<file path="src/rtl/asram_pkg.sv">
package asram_pkg;

  localparam int unsigned LANE_W = 8;
  localparam int unsigned LANES  = 2;
  localparam int unsigned DATA_W = LANE_W * LANES;

  typedef enum logic [2:0] {
    PH_IDLE,
    PH_READ,
    PH_GAP,
    PH_STROBE,
    PH_HOLD
  } phase_e;

  // Round a time up to whole clocks, at least one.
  function automatic int unsigned ns2cyc(input int unsigned t_ns, input int unsigned clk_ns);
    int unsigned c;
    c = (t_ns + clk_ns - 1) / clk_ns;
    return (c == 0) ? 1 : c;
  endfunction

  function automatic int unsigned umax(input int unsigned a, input int unsigned b);
    return (a > b) ? a : b;
  endfunction

  function automatic int unsigned read_cycles(input int unsigned clk_ns, input int unsigned t_rc,
                                              input int unsigned t_aa, input int unsigned t_doe);
    return ns2cyc(umax(t_rc, umax(t_aa, t_doe)), clk_ns);
  endfunction

  function automatic int unsigned strobe_cycles(input int unsigned clk_ns, input int unsigned t_pwe,
                                                input int unsigned t_bw, input int unsigned t_aw,
                                                input int unsigned t_hz, input int unsigned t_sd);
    int unsigned p;
    p = umax(ns2cyc(t_pwe, clk_ns), umax(ns2cyc(t_bw, clk_ns), ns2cyc(t_aw, clk_ns)));
    return umax(p, ns2cyc(t_hz, clk_ns) + ns2cyc(t_sd, clk_ns));
  endfunction

  function automatic int unsigned hold_cycles(input int unsigned clk_ns, input int unsigned t_wc,
                                              input int unsigned strobe);
    int unsigned wc;
    wc = ns2cyc(t_wc, clk_ns);
    return (wc > strobe + 1) ? (wc - strobe) : 1;
  endfunction

endpackage

</file>
<file path="src/rtl/asram_seq.sv">
module asram_seq
  import asram_pkg::*;
#(
  parameter int unsigned ADDR_W    = 18,
  parameter int unsigned CNT_W     = 4,
  parameter int unsigned RD_CYC    = 6,
  parameter int unsigned GAP_CYC   = 2,
  parameter int unsigned PULSE_CYC = 5,
  parameter int unsigned HOLD_CYC  = 1,
  parameter int unsigned HZ_CYC    = 2
) (
  input  logic              clk,
  input  logic              rst,
  input  logic              req_valid,
  input  logic              req_we,
  input  logic [ADDR_W-1:0] req_addr,
  input  logic [LANES-1:0]  req_mask,
  output logic              req_ready,
  output logic              accept,
  output logic              rd_last,
  output logic [ADDR_W-1:0] addr,
  output logic              ce_n,
  output logic              we_n,
  output logic              oe_n,
  output logic [LANES-1:0]  be_n,
  output logic              dq_oe
);

  localparam logic [CNT_W-1:0] RD_END   = CNT_W'(RD_CYC - 1);
  localparam logic [CNT_W-1:0] GAP_END  = CNT_W'(GAP_CYC - 1);
  localparam logic [CNT_W-1:0] STR_END  = CNT_W'(PULSE_CYC - 1);
  localparam logic [CNT_W-1:0] HOLD_END = CNT_W'(HOLD_CYC - 1);
  localparam logic [CNT_W-1:0] HZ_L     = CNT_W'(HZ_CYC);

  phase_e           ph;
  logic [CNT_W-1:0] cnt;
  logic [CNT_W-1:0] cnt_nx;
  logic             gap_last;
  logic             str_last;
  logic             hold_last;

  assign cnt_nx    = cnt + 1'b1;
  assign req_ready = (ph == PH_IDLE);
  assign accept    = req_valid && req_ready;
  assign rd_last   = (ph == PH_READ)   && (cnt == RD_END);
  assign gap_last  = (ph == PH_GAP)    && (cnt == GAP_END);
  assign str_last  = (ph == PH_STROBE) && (cnt == STR_END);
  assign hold_last = (ph == PH_HOLD)   && (cnt == HOLD_END);

  always_ff @(posedge clk) begin
    if (rst) begin
      ph    <= PH_IDLE;
      cnt   <= '0;
      addr  <= '0;
      ce_n  <= 1'b1;
      we_n  <= 1'b1;
      oe_n  <= 1'b1;
      be_n  <= '1;
      dq_oe <= 1'b0;
    end else begin
      unique case (ph)
        PH_IDLE: begin
          if (accept) begin
            addr  <= req_addr;
            ce_n  <= 1'b0;
            be_n  <= ~req_mask;
            cnt   <= '0;
            dq_oe <= 1'b0;
            if (req_we) begin
              ph   <= PH_STROBE;
              we_n <= 1'b0;
            end else begin
              ph   <= PH_READ;
              oe_n <= 1'b0;
            end
          end
        end
        PH_READ: begin
          if (rd_last) begin
            ce_n <= 1'b1;
            oe_n <= 1'b1;
            be_n <= '1;
            cnt  <= '0;
            ph   <= PH_GAP;
          end else begin
            cnt <= cnt_nx;
          end
        end
        PH_GAP: begin
          if (gap_last) begin
            cnt <= '0;
            ph  <= PH_IDLE;
          end else begin
            cnt <= cnt_nx;
          end
        end
        PH_STROBE: begin
          if (str_last) begin
            we_n  <= 1'b1;
            dq_oe <= 1'b1;
            cnt   <= '0;
            ph    <= PH_HOLD;
          end else begin
            cnt   <= cnt_nx;
            dq_oe <= (cnt_nx >= HZ_L);
          end
        end
        PH_HOLD: begin
          if (hold_last) begin
            ce_n  <= 1'b1;
            be_n  <= '1;
            dq_oe <= 1'b0;
            cnt   <= '0;
            ph    <= PH_IDLE;
          end else begin
            cnt <= cnt_nx;
          end
        end
        default: ph <= PH_IDLE;
      endcase
    end
  end


  rd_strobe_chk: assert property (@(posedge clk) disable iff (rst)
    !oe_n |-> (we_n && !ce_n));


  gap_idle_chk: assert property (@(posedge clk) disable iff (rst)
    (ph == PH_GAP) |-> (ce_n && oe_n && be_n == '1));


  wr_oe_chk: assert property (@(posedge clk) disable iff (rst)
    !we_n |-> oe_n);


  drv_contention_chk: assert property (@(posedge clk) disable iff (rst)
    dq_oe |-> (oe_n && !ce_n));


  wr_hold_chk: assert property (@(posedge clk) disable iff (rst)
    $rose(we_n) |-> (dq_oe && !ce_n));


  busy_ready_chk: assert property (@(posedge clk) disable iff (rst)
    !ce_n |-> !req_ready);


  addr_hold_chk: assert property (@(posedge clk) disable iff (rst)
    !accept |=> $stable(addr));

endmodule

</file>
<file path="src/rtl/asram_lanes.sv">
module asram_lanes
  import asram_pkg::*;
(
  input  logic              clk,
  input  logic              rst,
  input  logic              accept,
  input  logic              rd_last,
  input  logic [DATA_W-1:0] req_wdata,
  input  logic [LANES-1:0]  req_mask,
  input  logic [DATA_W-1:0] dq_i,
  output logic [DATA_W-1:0] dq_o,
  output logic [DATA_W-1:0] rsp_data,
  output logic              rsp_valid
);

  logic [LANES-1:0]  mask_q;
  logic [DATA_W-1:0] capture;

  for (genvar g = 0; g < LANES; g++) begin : g_lane
    assign capture[g*LANE_W +: LANE_W] = dq_i[g*LANE_W +: LANE_W] & {LANE_W{mask_q[g]}};
  end

  always_ff @(posedge clk) begin
    if (rst) begin
      mask_q    <= '0;
      dq_o      <= '0;
      rsp_data  <= '0;
      rsp_valid <= 1'b0;
    end else begin
      rsp_valid <= rd_last;
      if (accept) begin
        mask_q <= req_mask;
        dq_o   <= req_wdata;
      end
      if (rd_last) begin
        rsp_data <= capture;
      end
    end
  end


  rsp_pulse_chk: assert property (@(posedge clk) disable iff (rst)
    rsp_valid |=> !rsp_valid);


  rsp_cause_chk: assert property (@(posedge clk) disable iff (rst)
    rd_last |=> rsp_valid);

endmodule

</file>
<file path="src/rtl/asram_ctl.sv">
module asram_ctl
  import asram_pkg::*;
#(
  parameter int unsigned ADDR_W    = 18,
  parameter int unsigned CLK_NS    = 10,
  parameter int unsigned T_RC_NS   = 55,
  parameter int unsigned T_AA_NS   = 55,
  parameter int unsigned T_DOE_NS  = 25,
  parameter int unsigned T_HZOE_NS = 20,
  parameter int unsigned T_WC_NS   = 55,
  parameter int unsigned T_PWE_NS  = 45,
  parameter int unsigned T_BW_NS   = 50,
  parameter int unsigned T_AW_NS   = 45,
  parameter int unsigned T_SD_NS   = 25,
  parameter int unsigned T_HZWE_NS = 20
) (
  input  logic              clk,
  input  logic              rst,
  input  logic              req_valid,
  output logic              req_ready,
  input  logic              req_we,
  input  logic [ADDR_W-1:0] req_addr,
  input  logic [15:0]       req_wdata,
  input  logic [1:0]        req_mask,
  output logic              rsp_valid,
  output logic [15:0]       rsp_data,
  output logic [ADDR_W-1:0] ram_addr,
  output logic              ram_ce_n,
  output logic              ram_we_n,
  output logic              ram_oe_n,
  output logic              ram_hi_n,
  output logic              ram_lo_n,
  output logic [15:0]       ram_dq_o,
  output logic              ram_dq_oe,
  input  logic [15:0]       ram_dq_i
);

  localparam int unsigned RD_CYC    = read_cycles(CLK_NS, T_RC_NS, T_AA_NS, T_DOE_NS);
  localparam int unsigned GAP_CYC   = ns2cyc(T_HZOE_NS, CLK_NS);
  localparam int unsigned HZ_CYC    = ns2cyc(T_HZWE_NS, CLK_NS);
  localparam int unsigned PULSE_CYC = strobe_cycles(CLK_NS, T_PWE_NS, T_BW_NS, T_AW_NS,
                                                    T_HZWE_NS, T_SD_NS);
  localparam int unsigned HOLD_CYC  = hold_cycles(CLK_NS, T_WC_NS, PULSE_CYC);
  localparam int unsigned MAX_CYC   = umax(umax(RD_CYC, GAP_CYC), umax(PULSE_CYC, HOLD_CYC));
  localparam int unsigned CNT_W     = $clog2(MAX_CYC + 1);

  logic             accept;
  logic             rd_last;
  logic [LANES-1:0] be_n;

  asram_seq #(
    .ADDR_W   (ADDR_W),
    .CNT_W    (CNT_W),
    .RD_CYC   (RD_CYC),
    .GAP_CYC  (GAP_CYC),
    .PULSE_CYC(PULSE_CYC),
    .HOLD_CYC (HOLD_CYC),
    .HZ_CYC   (HZ_CYC)
  ) seq_i (
    .clk      (clk),
    .rst      (rst),
    .req_valid(req_valid),
    .req_we   (req_we),
    .req_addr (req_addr),
    .req_mask (req_mask),
    .req_ready(req_ready),
    .accept   (accept),
    .rd_last  (rd_last),
    .addr     (ram_addr),
    .ce_n     (ram_ce_n),
    .we_n     (ram_we_n),
    .oe_n     (ram_oe_n),
    .be_n     (be_n),
    .dq_oe    (ram_dq_oe)
  );

  asram_lanes lanes_i (
    .clk      (clk),
    .rst      (rst),
    .accept   (accept),
    .rd_last  (rd_last),
    .req_wdata(req_wdata),
    .req_mask (req_mask),
    .dq_i     (ram_dq_i),
    .dq_o     (ram_dq_o),
    .rsp_data (rsp_data),
    .rsp_valid(rsp_valid)
  );

  assign ram_lo_n = be_n[0];
  assign ram_hi_n = be_n[1];

endmodule

</file>
<file path="config.mk">
export PLATFORM = sky130hd
export DESIGN_NAME = asram_ctl
export DESIGN_NICKNAME = d
export VERILOG_FILES = /design/src/rtl/asram_pkg.sv /design/src/rtl/asram_seq.sv /design/src/rtl/asram_lanes.sv /design/src/rtl/asram_ctl.sv
export SDC_FILE = /design/constraint.sdc
export NUM_CORES = 1
export LEC_CHECK = 0
export BUFFER_PORTS_ARGS = -buffer_cell sky130_fd_sc_hd__buf_2
export CAP_MARGIN = 20
export CORE_AREA = 2 2 74 76
export CTS_BUF_LIST = sky130_fd_sc_hd__clkbuf_4
export DETAILED_ROUTE_END_ITERATION = 10
export DIE_AREA = 0 0 76 78
export PLACE_DENSITY = 0.83
export SLEW_MARGIN = 20
export SYNTH_ARGS = -nofsm -noshare
export SYNTH_HDL_FRONTEND = slang
export SYNTH_SLANG_ARGS = --single-unit
</file>
<file path="constraint.sdc">
create_clock -name clk -period 4.11 [get_ports clk]
set_clock_uncertainty 0.2 [all_clocks]
set_input_delay 0.411 -clock clk [delete_from_list [all_inputs] [get_ports clk]]
set_output_delay 0.411 -clock clk [all_outputs]
set_load 0.01 [all_outputs]
</file>
; After elaboration in Yosys (flattened, before gate mapping)
; Index checks and enable logic that the tools add are counted.
; Widths: inputs -> output; s select.
[classes]
addsub = 1
n_lt_le_gt_ge = 1
n_eq_ne = 14
n_mux = 31
n_bitwise = 3
n_reduce_logical = 19
[ops]
columns = op, n
row1 = $mux 3, 10
row2 = $pmux 3 s5, 2
row3 = $and 8x8->8, 2
row4 = $reduce_and 4->1, 3
row5 = $mux 1, 10
row6 = $eq 3x3->1 const B, 3
row7 = $mux 2, 4
row8 = $ne 2x1->1 const B, 4
row9 = $eq 3x1->1 const B, 2
row10 = $eq 3x2->1 const B, 2
row11 = $logic_not 3->1, 2
row12 = $ne 2x2->1 const B, 3
row13 = $pmux 1 s3, 2
row14 = $pmux 2 s3, 1
row15 = $reduce_bool 3->1, 2
row16 = $logic_and 1x1->1, 5
row17 = $reduce_and 5->1, 1
row18 = $reduce_bool 5->1, 1
row19 = $pmux 1 s2, 2
row20 = $reduce_and 2->1, 2
row21 = $reduce_bool 2->1, 2
row22 = $add 3x1->3 const B, 1
row23 = $ge 3x2->1 const B, 1
row24 = $reduce_and 3->1, 1
row25 = $not 2->2, 1
[totals]
register_bits = 65
input_bits = 56
out_inout_bits = 58
elab_cells = 81

; Logic depth before layout (Yosys ltp)
[logic_depth]
ltp_word = 4
depth_mapped = 7
depth_no_buf = 6

; Hierarchy
; A second synthesis with hierarchy kept.
[unflattened]
hier_cells = 296
hier_area_um2 = 2612.5
[modules_own_cells]
columns = module, instances, cells_each, area_each_um2, seq_area_each_um2
row1 = asram_seq, 1, 165, 1317.5, 600.6
row2 = asram_lanes, 1, 131, 1295.0, 700.7

; Least setup slack after synthesis
; No wires, ideal clock.
[synth_path]
path_kind = register to register
startpoint = register seq_i.cnt[0]
endpoint = register seq_i.we_n
setup_ps = 122
arrival_time_ps = 1423
t_required_ps = 3788
setup_slack_ps = 2365
stages_incl_launch_ff = 7
path_buffers = 0
cell_sequence = dfxtp_1 > inv_1 > ha_1 > nor2b_1 > a21oi_1 > nand3_2 > a221o_1
[synth_via]
elab_chain_len = 4
[synth_rtl]
columns = item, line
row1 = start: declaration, asram_seq.sv:36  ; logic [CNT_W-1:0] cnt;
row2 = start signal: assignment, asram_seq.sv:86  ; cnt <= cnt_nx;
row3 = start signal: assignment, asram_seq.sv:94  ; cnt <= cnt_nx;
row4 = start signal: assignment, asram_seq.sv:104  ; cnt <= cnt_nx;
row5 = $eq 3x3->1, asram_seq.sv:47  ; assign str_last = (ph == PH_STROBE) && (cnt == STR_END);
row6 = $logic_and 1x1->1, asram_seq.sv:47
row7 = $ne 2x1->1 (no line), -
row8 = $reduce_and 4->1 (no line), -
row9 = end signal: assignment, asram_seq.sv:56  ; we_n <= 1'b1;
row10 = end signal: assignment, asram_seq.sv:71  ; we_n <= 1'b0;
row11 = end signal: assignment, asram_seq.sv:99  ; we_n <= 1'b1;
row12 = end: declaration, asram_seq.sv:23  ; output logic we_n,
; Every way passes these cells.
; A chain may end at the register's enable or synchronous reset.

; Worst setup path after layout
[layout_path]
startpoint = register seq_i.ph[0]
endpoint = register seq_i.be_n[0]
[layout_via]
elab_chain_len = 4
[layout_rtl]
columns = item, line
row1 = start: declaration, asram_seq.sv:35  ; phase_e ph;
row2 = start signal: assignment, asram_seq.sv:52  ; ph <= PH_IDLE;
row3 = start signal: assignment, asram_seq.sv:70  ; ph <= PH_STROBE;
row4 = start signal: assignment, asram_seq.sv:73  ; ph <= PH_READ;
row5 = $eq 3x1->1 (tied with other cells), "asram_seq.sv:45, asram_seq.sv:61"
row6 = $logic_and 1x1->1 (on tied branches), "asram_seq.sv:45, asram_seq.sv:44, asram_seq.sv:48"
row7 = $ne 2x1->1 (no line) / $ne 2x2->1 (equally long branches), -
row8 = $reduce_and 4->1 (no line), -
row9 = end signal: assignment, asram_seq.sv:66  ; be_n <= ~req_mask;
row10 = end: declaration, asram_seq.sv:25  ; output logic [LANES-1:0] be_n,
; Parallel ways exist; a longest one is shown, timed or not.

==> run summary <==
Worst-Margin Slew - 0.947 ns
Yosys reg bits - 65
Final Hold Vio Count - 0
Sequential share of power - 44.0%
Reg2Reg Setup Slack - 1.75 ns
Hold WS - 0.0254 ns
Fmax - 424 MHz
Port Buf Inserts - 113
Post-synth ARST share - 0%
Average routed wire per standard cell - 12.7 um
Minimum clock period - 2.36 ns
Data required time of the worst path - 4.19 ns
Maxcap violations - 0
Area grow syn2layout - 29.3%
CP arrival - 2.44 ns
Via count - 2292
Layout Cells excl Fill - 461
Maximum VDD drop - 0.273 mV
Relative slew slack - 36.8%
Commonest non-fill, non-tap cell in the layout - buf_2
Post-cts gate resize count - 0
Die area - 5930 um2
Clock share of power - 25.7%
Startpoint type of the worst setup path - flip-flop
Vias in the first global route - 2192
Final setup violation count - 0
Seq/Total Area, Yosys - 52.3%
Kind of critical path - flip-flop to flip-flop
Sw Share - 34.1%
Prevailing post-synth register cell - dfxtp_1
Vias/cell - 4.97
1st-iter DRT viols - 68
Initial antenna violation count - 0
Pin count of the biggest net entering global routing - 55
Share of layout cells above drive strength 1 - 34.5%
Total of warnings raised by yosys - 0
First-pass GRT wire length - 9.75 mm
Initial Util - 49.3%
Die height - 78 um
Most frequent cells in the layout - buf_2, nand2_1, dfxtp_1, a21oi_1, a22o_1
# rows - 26
Mean area per synthesized cell - 8.85 um2
Final cycle utilization of the critical path - 57.4%
Hold/Removal Path Class - input port to flip-flop
Int Pwr - 1.22 mW
Setup tns final - 0 ns
Core area - 5040 um2
First drt pass iteration count - 5
Detail Route Antenna Nets - 0
Logic pwr share - 30.3%
Clock Pin Slew Worst Setup and Hold Paths - 0.10 ns
RSZ-0062 raised after global routing - no
RD Place Congestion - 0.853
Area leader, netlist - dfxtp_1
# IOs - 114
Post-synth top area share - 52.3%
PD cells - 576 nW/um2
CTS tree - built
Clock buffer depth - 2
Status - complete, no violations
Critical Path Fanout Max - 21
Total power - 1.85 mW
Total congestion overflow - 0
Post-synth EDFFs - 0
Pins over their slew limit - 0
Total Nets Final - 445
Mapped Cells - 281
Static Leakage - 1.49 nW
Die Wd - 76 um
Syn Nets - 340
GRT Overall Usage - 20.5%
H-tree lvl count - 3
Clock sink total - 65
Ant diodes - 0
CTS Buf Count - 9
Root buffer cell - clkbuf_4
Cell area after synthesis - 2490 um2
Worst skew pair latency - 0.39 ns
Setup bufs post-CTS - 0
CP endpoint kind - flip-flop
Netlist cell types - 39
Placed cells - 443
Top cells by area, synth - dfxtp_1, nand2_1, a21oi_1
Detailed Place HPWL - 4.07 mm
Final wirelength - 5.87 mm
Sw power - 0.632 mW
Post-route DRC - 0
## final cells by class
class,instances,area (um2)
tap,70,87.6
inverter,5,18.8
timing repair buffer,116,593
clock buffer,12,90.1
multi-input combinational,189,1060
fill,444,1830
sequential,65,1300
clock inverter,4,67.6
## synthesized netlist by cell type (3+ instances only)
library cell,n
nor2b_1,4
and2_1,4
buf_2,11
nand2b_1,4
o21ai_0,4
nand2_1,76
dfxtp_1,65
ha_1,3
nor3_1,4
a221o_1,4
a21oi_1,42
clkbuf_1,7
inv_1,5
buf_4,3
a22o_1,16
## worst max-delay path: stages (launching register included)
cell and delay, ns:
dfxtp_1 0.42, nand2b_1 0.27, nor3_4 0.55, buf_4 0.36
nand2_1 0.10, a221o_1 0.35
## kinds of logic (layout without fill, tap and decap cells)
family | count (synthesis) | after routing | share of synthesized area, %
DFF | 65 | 65 | 52.3
and+or+nand+nor | 108 | 108 | 20.1
adders and majority gates | 3 | 3 | 1.51
muxes | 3 | 3 | 1.26
buffers and inverters | 27 | 137 | 5.39
AOI/OAI and AO/OA | 75 | 75 | 19.4
## power groups by stage
stage | clock [mW] | combinational (mW) | sequential [mW]
final | 0.475 | 0.561 | 0.816
after global routing | 0.516 | 0.636 | 0.832
after CTS | 0.489 | 0.567 | 0.816
after detailed placement | 0 | 0.564 | 0.829
after global placement | 0 | 0.553 | 0.824
after floorplan | 0 | 0.397 | 0.827
## final timing paths
path / from / end / depth (start not counted)
max: seq_i.ph[0]$_SDFFE_PP0P_ / seq_i.be_n[0]$_SDFFE_PP1P_ / 5
min: ram_dq_i[3] / lanes_i.rsp_data[3]$_SDFFE_PP0P_ / 2
max reg2reg: seq_i.ph[0]$_SDFFE_PP0P_ / seq_i.be_n[0]$_SDFFE_PP1P_ / 5
min reg2reg: lanes_i.dq_o[0]$_SDFFE_PP0P_ / lanes_i.dq_o[0]$_SDFFE_PP0P_ / 2
## flip-flops by register name (all words and copies together), names as in the netlist, 2 cells and up
register	count
seq_i.addr	18
lanes_i.dq_o	16
lanes_i.rsp_data	16
seq_i.cnt	3
seq_i.ph	3
lanes_i.mask_q	2
seq_i.be_n	2
## layer usage
metal,GRT usage [%],vias to the layer above,wire [um]
met4,10.7,0,108
met3,7.79,10,550
met1,23.9,1014,2560
met2,32.8,93,2650
met5,0,-,0
li1,-,1175,-
## per-stage QoR
step	setup slack (ns)	area [um2]	util (%)
finish	1.75	3220	63.8
floorplan	2.36	2490	-
global route	1.58	3220	63.8
detailed placement	1.75	3040	60.2
global placement	1.80	3040	60.2
CTS	1.73	3200	63.4
## what timing repair did
item | in CTS | in global routing
hold buffers | 0 | 2
endpoints found under the setup margin | 0 | 0
hold endpoints to repair | 0 | 2
(Power assumes the default switching activity.)
